--- src/rtl/ltc_pkg.sv ---
package ltc_pkg;

  typedef enum logic {
    RATE_SINGLE = 1'b0,
    RATE_DOUBLE = 1'b1
  } ltc_rate_e;

  // Decide whether a synchronized line transition is a tick for the rate mode.
  function automatic logic ltc_edge_hit(ltc_rate_e rate, logic cur, logic prev);
    logic rise;
    logic fall;
    rise = cur & ~prev;
    fall = ~cur & prev;
    return (rate == RATE_DOUBLE) ? (rise | fall) : rise;
  endfunction

endpackage

--- src/rtl/ltc_rst_sync.sv ---
module ltc_rst_sync #(
  parameter int STAGES = 2
) (
  input  logic clk,
  input  logic rst_n,
  output logic rst_sync_n
);

  logic [STAGES-1:0] stage_q;

  generate
    for (genvar i = 0; i < STAGES; i++) begin : g_stage
      if (i == 0) begin : g_first
        always_ff @(posedge clk or negedge rst_n) begin
          if (!rst_n) stage_q[i] <= 1'b0;
          else        stage_q[i] <= 1'b1;
        end
      end else begin : g_next
        always_ff @(posedge clk or negedge rst_n) begin
          if (!rst_n) stage_q[i] <= 1'b0;
          else        stage_q[i] <= stage_q[i-1];
        end
      end
    end
  endgenerate

  assign rst_sync_n = stage_q[STAGES-1];

endmodule

--- src/rtl/ltc_line_edge.sv ---
module ltc_line_edge
  import ltc_pkg::*;
#(
  parameter int SYNC_STAGES = 2
) (
  input  logic clk,
  input  logic rst_n,
  input  logic line_in,
  input  logic rate_double,
  output logic tick_now,
  output logic tick_q
);

  logic [SYNC_STAGES-1:0] sync_q;
  logic                   prev_q;
  logic                   line_s;
  ltc_rate_e              rate;

  generate
    for (genvar i = 0; i < SYNC_STAGES; i++) begin : g_sync
      if (i == 0) begin : g_head
        always_ff @(posedge clk or negedge rst_n) begin
          if (!rst_n) sync_q[i] <= 1'b0;
          else        sync_q[i] <= line_in;
        end
      end else begin : g_tail
        always_ff @(posedge clk or negedge rst_n) begin
          if (!rst_n) sync_q[i] <= 1'b0;
          else        sync_q[i] <= sync_q[i-1];
        end
      end
    end
  endgenerate

  assign line_s = sync_q[SYNC_STAGES-1];

  always_comb begin
    rate     = ltc_rate_e'(rate_double);
    tick_now = ltc_edge_hit(rate, line_s, prev_q);
  end

  always_ff @(posedge clk or negedge rst_n) begin
    if (!rst_n) begin
      prev_q <= 1'b0;
      tick_q <= 1'b0;
    end else begin
      prev_q <= line_s;
      tick_q <= tick_now;
    end
  end

endmodule

--- src/rtl/ltc_countdown.sv ---
module ltc_countdown #(
  parameter int CNT_W = 24
) (
  input  logic             clk,
  input  logic             rst_n,
  input  logic             tick_now,
  input  logic             ext_dec,
  input  logic             reload_stb,
  input  logic [CNT_W-1:0] reload_val,
  output logic [CNT_W-1:0] count_q,
  output logic             echo_q,
  output logic             echo_irq_q
);

  localparam logic [CNT_W-1:0] ONE  = {{(CNT_W-1){1'b0}}, 1'b1};
  localparam logic [CNT_W-1:0] ZERO = '0;

  logic             dec_req;
  logic             at_zero;
  logic             cnt_en;
  logic [CNT_W-1:0] count_d;
  logic             echo_d;
  logic             echo_irq_d;

  always_comb begin
    dec_req    = tick_now | ext_dec;
    at_zero    = (count_q == ZERO);
    cnt_en     = reload_stb | dec_req;
    count_d    = count_q;
    echo_d     = 1'b0;
    echo_irq_d = 1'b0;
    if (reload_stb) begin
      count_d = reload_val;
    end else if (dec_req) begin
      count_d    = count_q - ONE;
      echo_d     = at_zero;
      echo_irq_d = at_zero & tick_now;
    end
  end

  always_ff @(posedge clk or negedge rst_n) begin
    if (!rst_n) begin
      count_q <= ZERO;
    end else if (cnt_en) begin
      count_q <= count_d;
    end
  end

  always_ff @(posedge clk or negedge rst_n) begin
    if (!rst_n) begin
      echo_q     <= 1'b0;
      echo_irq_q <= 1'b0;
    end else begin
      echo_q     <= echo_d;
      echo_irq_q <= echo_irq_d;
    end
  end

endmodule

--- src/rtl/linetick_countdown.sv ---
module linetick_countdown #(
  parameter int CNT_W       = 24,
  parameter int SYNC_STAGES = 2,
  parameter int RST_STAGES  = 2
) (
  input  logic             clk,
  input  logic             rst_n,
  input  logic             line_in,
  input  logic             rate_double,
  input  logic [CNT_W-1:0] reload_val,
  input  logic             reload_stb,
  input  logic             ext_dec,
  output logic             tick_irq,
  output logic [CNT_W-1:0] count_o,
  output logic             echo,
  output logic             echo_irq
);

  logic rst_q_n;
  logic tick_now;

  ltc_rst_sync #(
    .STAGES(RST_STAGES)
  ) u_rst (
    .clk        (clk),
    .rst_n      (rst_n),
    .rst_sync_n (rst_q_n)
  );

  ltc_line_edge #(
    .SYNC_STAGES(SYNC_STAGES)
  ) u_edge (
    .clk         (clk),
    .rst_n       (rst_q_n),
    .line_in     (line_in),
    .rate_double (rate_double),
    .tick_now    (tick_now),
    .tick_q      (tick_irq)
  );

  ltc_countdown #(
    .CNT_W(CNT_W)
  ) u_cnt (
    .clk        (clk),
    .rst_n      (rst_q_n),
    .tick_now   (tick_now),
    .ext_dec    (ext_dec),
    .reload_stb (reload_stb),
    .reload_val (reload_val),
    .count_q    (count_o),
    .echo_q     (echo),
    .echo_irq_q (echo_irq)
  );

endmodule

--- config.mk ---
export PLATFORM = sky130hd
export DESIGN_NAME = linetick_countdown
export DESIGN_NICKNAME = d
export VERILOG_FILES = /design/src/rtl/ltc_pkg.sv /design/src/rtl/ltc_rst_sync.sv /design/src/rtl/ltc_line_edge.sv /design/src/rtl/ltc_countdown.sv /design/src/rtl/linetick_countdown.sv
export SDC_FILE = /design/constraint.sdc
export NUM_CORES = 1
export LEC_CHECK = 0
export BUFFER_PORTS_ARGS = -buffer_cell sky130_fd_sc_hd__buf_4
export CAP_MARGIN = 25
export CORE_MARGIN = 1.5
export CORE_UTILIZATION = 50
export CTS_CLUSTER_DIAMETER = 50
export DETAILED_ROUTE_END_ITERATION = 8
export GPL_TIMING_DRIVEN = 0
export PLACE_DENSITY = 0.79
export SLEW_MARGIN = 20
export SYNTH_ARGS = -nofsm -noshare
export SYNTH_HDL_FRONTEND = slang
export SYNTH_SLANG_ARGS = --single-unit
--- constraint.sdc ---
create_clock -name clk -period 1.15 [get_ports clk]
set_input_delay 0.23 -clock clk [delete_from_list [all_inputs] [get_ports clk]]
set_output_delay 0.23 -clock clk [all_outputs]
set_load 0.02 [all_outputs]
Word level (Yosys, flattened, before mapping)
Cells that the tools add are included.
{"block": "word_totals", "ff_bits": 32, "input_bits": 30, "out_inout_bits": 27, "word_cells": 28}
{"block": "op_classes", "addsub": 1, "n_mux": 7, "bitwise": 8, "n_reduce_logical": 3}
{"operator": "24-bit 2-to-1 mux", "count": 2}
{"operator": "24-bit zero test", "count": 1}
{"operator": "24-bit by 1-bit subtractor with 24-bit output (second input constant)", "count": 1}
{"operator": "1-bit 2-to-1 mux", "count": 5}
{"operator": "1-bit AND", "count": 3}
{"operator": "1-bit OR", "count": 3}
{"operator": "1-bit NOT", "count": 2}
{"operator": "2-bit AND reduction", "count": 1}
{"operator": "2-bit nonzero test", "count": 1}

Depth between registers and ports, before layout
Gate-level depths: netlist of run 1.
{"block": "depth", "ltp_word": 7, "ltp_mapped": 8, "ltp_nobuf": 6}

Hierarchy
Synthesis of run 1 repeated with hierarchy kept, for this count alone.
{"block": "unflattened", "hier_cells": 192, "hier_area_um2": 1744.2}
{"module": "ltc_countdown", "n_inst": 1, "cells_per_inst": 181, "area_per_inst_um2": 1560.2, "seq_area_each_um2": 650.6}
{"module": "ltc_line_edge", "n_inst": 1, "cells_per_inst": 8, "area_per_inst_um2": 130.1, "seq_area_each_um2": 100.1}
{"module": "ltc_rst_sync", "n_inst": 1, "cells_per_inst": 3, "area_per_inst_um2": 53.8, "seq_area_each_um2": 50.0}

Least setup slack after synthesis of run 1
Ideal clock, no wire load.
{"block": "synth_path", "path_kind": "flip-flop to flip-flop", "startpoint": "reg u_cnt.count_q[17]", "endpoint": "reg u_cnt.count_q[23]", "setup_time_ns": 0.082, "arrival_time_ns": 1.978, "t_required_ns": 1.068, "setup_slack_ns": -0.910, "stages_incl_launch_ff": 5, "n_path_buf": 0, "period_less_slack_ns": 2.060, "path_cell_list": "dfrtp_1 or3_4 or4b_4 or4_1 a31oi_1"}
{"block": "synth_between", "elab_chain_len": 3}
{"item": "start, declared", "line": "ltc_countdown.sv:10", "text": "output logic [CNT_W-1:0] count_q,"}
{"item": "start signal, assigned", "line": "ltc_countdown.sv:45", "text": "count_q <= count_d;"}
{"item": "24-bit by 1-bit subtractor with 24-bit output", "line": "ltc_countdown.sv:35", "text": "count_d = count_q - ONE;"}
{"item": "24-bit 2-to-1 mux", "line": "ltc_countdown.sv:34", "text": "end else if (dec_req) begin"}
{"item": "24-bit 2-to-1 mux", "line": "ltc_countdown.sv:32", "text": "if (reload_stb) begin"}
No other way between the ends. The select of a mux whose other input is x is not followed.
A chain may end at the register's enable or synchronous reset.

Worst setup path after layout of run 1
{"block": "layout_path", "startpoint": "reg u_cnt.count_q[8]", "endpoint": "reg u_cnt.count_q[23]"}
The elaborated chain is that of the path after synthesis.

==> run metrics, run 1 <==
First-pass DRT Iterations=5; setup TNS=-24.80 ns; GP Congestion=0.871; Vias=2,383; post-detail-place hpwl=3310 um; slack of the critical path=-1.07 ns; top cells by area, synth=dfrtp_1, or4_1, o31ai_1; most frequent cells after synthesis=dfrtp_1, or4_1, nor2_1; Layout Nets=323; Reg area=821 um2; Async S/R FF share, synth=100%; Layout area overhead=83.0%; post-synth cell types=35; reg2reg setup slack=-1.07 ns; EDFF count, synth=0; Worst EP arrival=2.49 ns; Req. time, crit path=1.42 ns; Worst Tran Pin Value=~0.7 ns; top_reg_cell synth=dfrtp_1; pre-CTS WS=-1.01 ns; clk buf depth=2; placed insts=between 200 and 300; Hold Crit Class=in -> reg; Initial Util=52.0%; residual DRC count=0; GRT Total Usage=32.4%; crit path capture type=flop; IO Pins=57; vias in the first global route=roughly 1,800; die area=3800 um2; share of Yosys cell area claimed by the top area cell type=46.5%; power per cell area=roughly 1200 nW/um2; Hold Path Origin=reload_val[5]; Synth area leader=dfrtp_1; H-tree levels=2; first-pass GRT wire length=8810 um; total grt overflow=0; CTS clk-pin slew, worst paths=between 0.1 and 0.15 ns; syn avg cell area=9.73 um2; Syn Inst Count=177; final setup fails=51; slew margin rel.=between 50 and 60%; fill count=70; failing checks=negative setup slack; most frequent cell after synthesis=dfrtp_1; startpoint types=flop; final core occ=a little over nine tenths; CTS tree=done; post-DR wirelength/cell=about 26 um; Worst VDD drop=between 0.9 and 1 mV; IO buf count=56; leakage=1.32 nW; post-route ant nets=0; Worst Setup SP=u_cnt.count_q[8]$_DFFE_PN0P_; Period minus WS final=2.22 ns; area of the multi-input gates=1130 um2; FMAX=451 MHz; Die H=61.7 um; Hold Violations, Final=0; vias per cell=~7.1; Setup Crit Path Kind=reg -> reg; post-synth net total=210; post-synthesis sequential area ratio=46.5%; TritonCTS buffer count=5; RSZ-0062 raised after global routing=yes; Setup Skew=0.00944 ns; Iter 0 DRT Violations=307; #FFs+latches synth=32; ant diodes=0; Mapped Area=1720 um2; post-route insts no fill=337; Die Wd=about 62 um; Max Transition Viols Final=0; drt total wl=8870 um; row cnt=21; Clock Sink Count=32; largest net degree at the start of global routing=31; status=complete, but fails checks; worst skew pair latency=~0.36 ns; max-cap viol count=0; Core Region=3310 um2; share of post-route cells with drive strength above 1=60.5%; fin crit share=193%; initial antenna violation count=0; root buffer cell=clkbuf_4; RR Startpoint=u_cnt.count_q[8]$_DFFE_PN0P_; Ys Warns=0; CP Max Fanout=4
## stage by stage
| step | power, mW | hold slack (ns) | area, um2 |
|---|---|---|---|
| final | 3.67 | 0.0942 | 3150 |
| after global routing | 3.76 | 0.0855 | 3150 |
| after CTS | 3.18 | 0.0919 | 2710 |
| after detailed placement | 2.23 | 0.0139 | 2350 |
| after global placement | 2.20 | 0.0126 | 2340 |
| after floorplan | 1.87 | -0.0656 | 1870 |
## what timing repair did
item,CTS,global route
setup buffers,24,25
gates resized for setup,25,70
setup endpoints to repair,49,51
gates cloned,2,0
endpoints found under the hold margin,3,0
pin swaps,21,30
hold buffers,2,0
## layout by cell type, fill, tap and decap left out, drive strengths merged
cell,instances
buf,107
dfrtp,32
or4,19
nor2,17
o31ai,16
clkbuf,15
a31oi,14
nand2,12
or2,6
o211ai,5
o21ai,5
o311ai,5
inv,4
nor3,4
nand3,4
nor2b,3
nor4,3
or3,3
xor2,3
ha,3
dlygate4sd3,2
nand4,2
nand2b,2
or4b,1
clkinv,1
mux2,1
xnor2,1
conb,1
## flip-flops by register name, summed over array words and instances (netlist names)
name and count:
u_cnt.count_q 24, u_cnt.echo_irq_q 1, u_cnt.echo_q 1, u_edge.line_s 1, u_edge.prev_q 1, u_edge.sync_q 1, u_edge.tick_q 1, u_rst.rst_sync_n 1
u_rst.stage_q 1
## final timing paths
| path | to | cells after the start |
|---|---|---|
| min in group asynchronous | u_rst.rst_sync_n$_DFF_PN0_ | 2 |
| max in group asynchronous | u_cnt.count_q[16]$_DFFE_PN0P_ | 0 |
| setup reg to reg | u_cnt.count_q[23]$_DFFE_PN0P_ | 5 |
| hold / removal | u_cnt.count_q[5]$_DFFE_PN0P_ | 3 |
| setup / recovery | u_cnt.count_q[23]$_DFFE_PN0P_ | 5 |
| hold reg to reg | u_cnt.count_q[12]$_DFFE_PN0P_ | 0 |
## final cells by class
cell class | count | share of cell area, %
well taps | 46 | 1.83
clock buffers | 8 | 2.18
multi-input cells | 130 | 35.9
repair buffers | 107 | 31.1
inverters | 5 | 0.596
flip-flops and latches | 32 | 26.1
plain buffers | 9 | 2.30
## cell families (layout without fill, tap and decap cells)
| family | count (synthesis) | after routing | share of synthesized area (%) |
|---|---|---|---|
| multiplexers | 1 | 1 | 0.654 |
| AND/OR/NAND/NOR | 76 | 76 | 26.5 |
| buffers and inverters | 15 | 129 | 3.34 |
| AO/OA/AOI/OAI | 45 | 45 | 18.5 |
| flip-flops | 32 | 32 | 46.5 |
| XOR/XNOR | 4 | 4 | 2.04 |
| other | 1 | 1 | 0.218 |
| adder cells (fa/ha/maj) | 3 | 3 | 2.18 |
## report_power, final
part	internal (mW)	switching, mW
Combinational	0.722	0.726
Sequential	1.24	0.182
Clock	0.360	0.445
## worst max-delay path, cell delays in order (launching register included)
cell     delay, ns
dfrtp_2       0.47
nor4_4        0.50
nand4_2       0.25
buf_6         0.20
or4_4         0.52
a31oi_1       0.19
## per-layer routing
layer  track usage, %  vias to the layer above  wire [um]
met2             50.2                      248       4140
li1                 -                      905          -
met4             19.5                        0        658
met1             42.0                     1148       3060
met5                0                        -          0
met3             5.46                       82       1020
(Power assumes the default switching activity.)
==> run 2, diff against run 1 <==
==> constraint.sdc (replaced) <==
create_clock -name clk -period 1.15 [get_ports clk]
set_input_delay 0 -clock clk [delete_from_list [all_inputs] [get_ports clk]]
set_output_delay 0 -clock clk [all_outputs]
set_load 0.02 [all_outputs]
==> run metrics, run 2 <==
top_reg_cell synth=dfrtp_1; post-synth net total=210; Initial Util=52.0%; most frequent cell after synthesis=dfrtp_1; top cells by area, synth=dfrtp_1, or4_1, o31ai_1; Die Wd=61.7 um; share of Yosys cell area claimed by the top area cell type=46.5%; clk buf depth=2; IO Pins=57; Worst EP kind=register data pin; Clock Sink Count=32; largest net degree at the start of global routing=31; post-detail-place hpwl=3310 um; GP Congestion=0.871; Failed at=global routing (5_1_grt); Error=[ERROR DPL-0033] detailed placement checks failed during check placement.; post-synth cell types=35; placed insts=approximately 280; #FFs+latches synth=32; initial antenna violation count=1; syn avg cell area=9.73 um2; worst-path endpoint after global-route repair_timing=u_cnt.count_q[23]$_DFFE_PN0P_/D; EDFF count, synth=0; TritonCTS buffer count=5; post-synthesis sequential area ratio=46.5%; H-tree levels=2; Ys Warns=0; Mapped Area=between 1500 and 2000 um2; Post-DP Area=2350 um2; row cnt=21; Synth area leader=dfrtp_1; IO buf count=56; root buffer cell=clkbuf_4; Die H=61.7 um; most frequent cells after synthesis=dfrtp_1, or4_1, nor2_1; Async S/R FF share, synth=100%; status=stopped before the end; Syn Inst Count=177
[run 2: cell counts after synthesis]
Identical to the previous run, type by type.
[run 2: kinds of logic after synthesis]
family	after synthesis	synth area share, %
AND/OR/NAND/NOR	76	26.5
AO/OA/AOI/OAI	45	18.5
flip-flops	32	46.5
buffers and inverters	15	3.34
XOR/XNOR	4	2.04
adder cells (fa/ha/maj)	3	2.18
other	1	0.218
multiplexers	1	0.654
[run 2: per-stage QoR]
stage               hold WS (ns)  setup TNS [ns]  worst slack [ns]
floorplan                 -0.296          -15.90            -0.879
global placement          -0.217          -23.64            -0.966
detailed placement        -0.216          -19.93             -1.01
CTS                        0.134          -18.59            -0.878
[run 2: timing repair]
| item | in CTS |
|---|---|
| gates resized for setup | 15 |
| endpoints found under the hold margin | 27 |
| pin swaps | 21 |
| buffers inserted | 23 |
| setup endpoints to repair | 27 |
| gates cloned | 2 |
| hold buffers | 28 |
==> run 3, diff against run 2 <==
CORE_UTILIZATION = 40   (was 50)
CTS_CLUSTER_DIAMETER = not set   (was 50)
PLACE_DENSITY = not set   (was 0.79)
PLACE_DENSITY_LB_ADDON = 0.15   (was not set)
==> run metrics, run 3 (synthesized netlist as in run 1, its figures left out) <==
status=complete, but fails checks; failing checks=negative setup slack; Layout area overhead=77.2%; Setup Crit Path Kind=reg -> reg; Biggest register=u_cnt.count_q; drt total wl=5700 um; leakage=1.29 nW; CTS clk-pin slew, worst paths=0.07 ns; Max Transition Viols Final=0; post-route insts no fill=~350; FMAX=494 MHz; ant diodes=0; Vias=1,903; share of post-route cells with drive strength above 1=about 48%; row cnt=23; Clock Sink Count=32; total grt overflow=0; Req. time, crit path=~1.4 ns; Iter 0 DRT Violations=96; CP Max Fanout=3; largest net degree at the start of global routing=31; vias in the first global route=between 1,500 and 2,000; IO Pins=57; max-cap viol count=0; post-route ant nets=0; Layout Nets=328; fill count=approximately 280; setup TNS=-19.32 ns; Worst VDD drop=0.865 mV; TritonCTS buffer count=5; Period minus WS final=2.02 ns; slew margin rel.=between 50 and 60%; residual DRC count=0; commonest cells after routing, fill and taps aside=buf_4, dlygate4sd3_1, dfrtp_1, nor2_1, or4_1; Die Wd=68.6 um; initial antenna violation count=0; CTS tree=done; pre-CTS WS=-0.998 ns; H-tree levels=2; reg2reg setup slack=-0.87 ns; Worst EP arrival=roughly 2.2 ns; post-DR wirelength/cell=16.5 um; IO buf count=56; Hold Violations, Final=0; Hold Crit Class=in -> async; GP Congestion=0.829; First-pass DRT Iterations=4; Setup Skew=0.00441 ns; fin crit share=176%; leading cell type in the layout, fill and taps excluded=buf_4; first-pass GRT wire length=9110 um; root buffer cell=clkbuf_8; worst skew pair latency=0.29 ns; max reg flops=24; Worst Tran Pin Value=0.709 ns; GRT Total Usage=26.8%; Post-DP Area=2350 um2; crit path capture type=flop; die area=4710 um2; placed insts=roughly 280; post-detail-place hpwl=3250 um; final setup fails=27; RSZ-0062 raised after global routing=yes; Final Cell Area=3050 um2; Die H=68.6 um; Design Power=3.43 mW; startpoint types=flop; Core Region=approximately 4100 um2; Initial Util=42.4%; clk buf depth=2; power per cell area=~1100 nW/um2; slack of the critical path=-0.874 ns; vias per cell=~5.5
## run 3: area by class of cell
cell class                 instances  area [um2]  share of cell area, %
sequential                        32         813                   26.7
clock buffer                       8        90.1                   2.95
inverter                           5        18.8                  0.615
buffer                            10        85.1                   2.79
timing repair buffer             111         933                   30.6
tap                               50        62.6                   2.05
multi-input combinational        130        1050                   34.3
## run 3: path summary, 6_finish.rpt
check	start	to	cells past startpoint
min in group clk	reload_stb	u_cnt.count_q[16]$_DFFE_PN0P_	3
hold / removal	rst_n	u_rst.rst_sync_n$_DFF_PN0_	2
hold reg to reg	u_rst.rst_sync_n$_DFF_PN0_	u_cnt.count_q[6]$_DFFE_PN0P_	0
setup / recovery	u_cnt.count_q[18]$_DFFE_PN0P_	u_cnt.count_q[23]$_DFFE_PN0P_	4
setup reg to reg	u_cnt.count_q[18]$_DFFE_PN0P_	u_cnt.count_q[23]$_DFFE_PN0P_	4
max in group asynchronous	u_rst.rst_sync_n$_DFF_PN0_	u_cnt.count_q[18]$_DFFE_PN0P_	0
## run 3: metal layers
metal	GRT usage, %	up-vias	wire (um)
li1	-	913	-
met1	34.5	897	2530
met2	44.5	85	2740
met3	5.52	8	354
met4	9.25	0	80
met5	0	-	0
## run 3: timing repair
item / in CTS / in global routing
gates resized for setup: 20 / 17
endpoints found under the setup margin: 27 / 27
hold buffers: 25 / 0
pin swaps: 17 / 16
setup buffers: 24 / 7
gates cloned: 1 / 0
endpoints found under the hold margin: 26 / 0
## run 3: worst max-delay path, cell delays in order (launching register included)
cell and delay, ns:
dfrtp_2 0.41, or3_4 0.39, or4b_4 0.50, or4_1 0.48, a31oi_1 0.18
## run 3: where the power goes
| group | leakage, nW | switching [mW] | internal, mW | total [mW] |
|---|---|---|---|---|
| registers | 0.366 | 0.149 | 1.23 | 1.38 |
| clock network | 0.0455 | 0.429 | 0.488 | 0.917 |
| logic | 0.881 | 0.556 | 0.576 | 1.13 |
| total | 1.29 | 1.13 | 2.30 | 3.43 |
## run 3: stage by stage
stage / utilization, % / hold slack, ns
final: 75.2 / 0.00720
after global routing: 75.2 / 0.0190
after CTS: 72.8 / 0.00155
after detailed placement: 57.9 / -0.216
after global placement: 57.9 / -0.216
after floorplan: - / -0.296
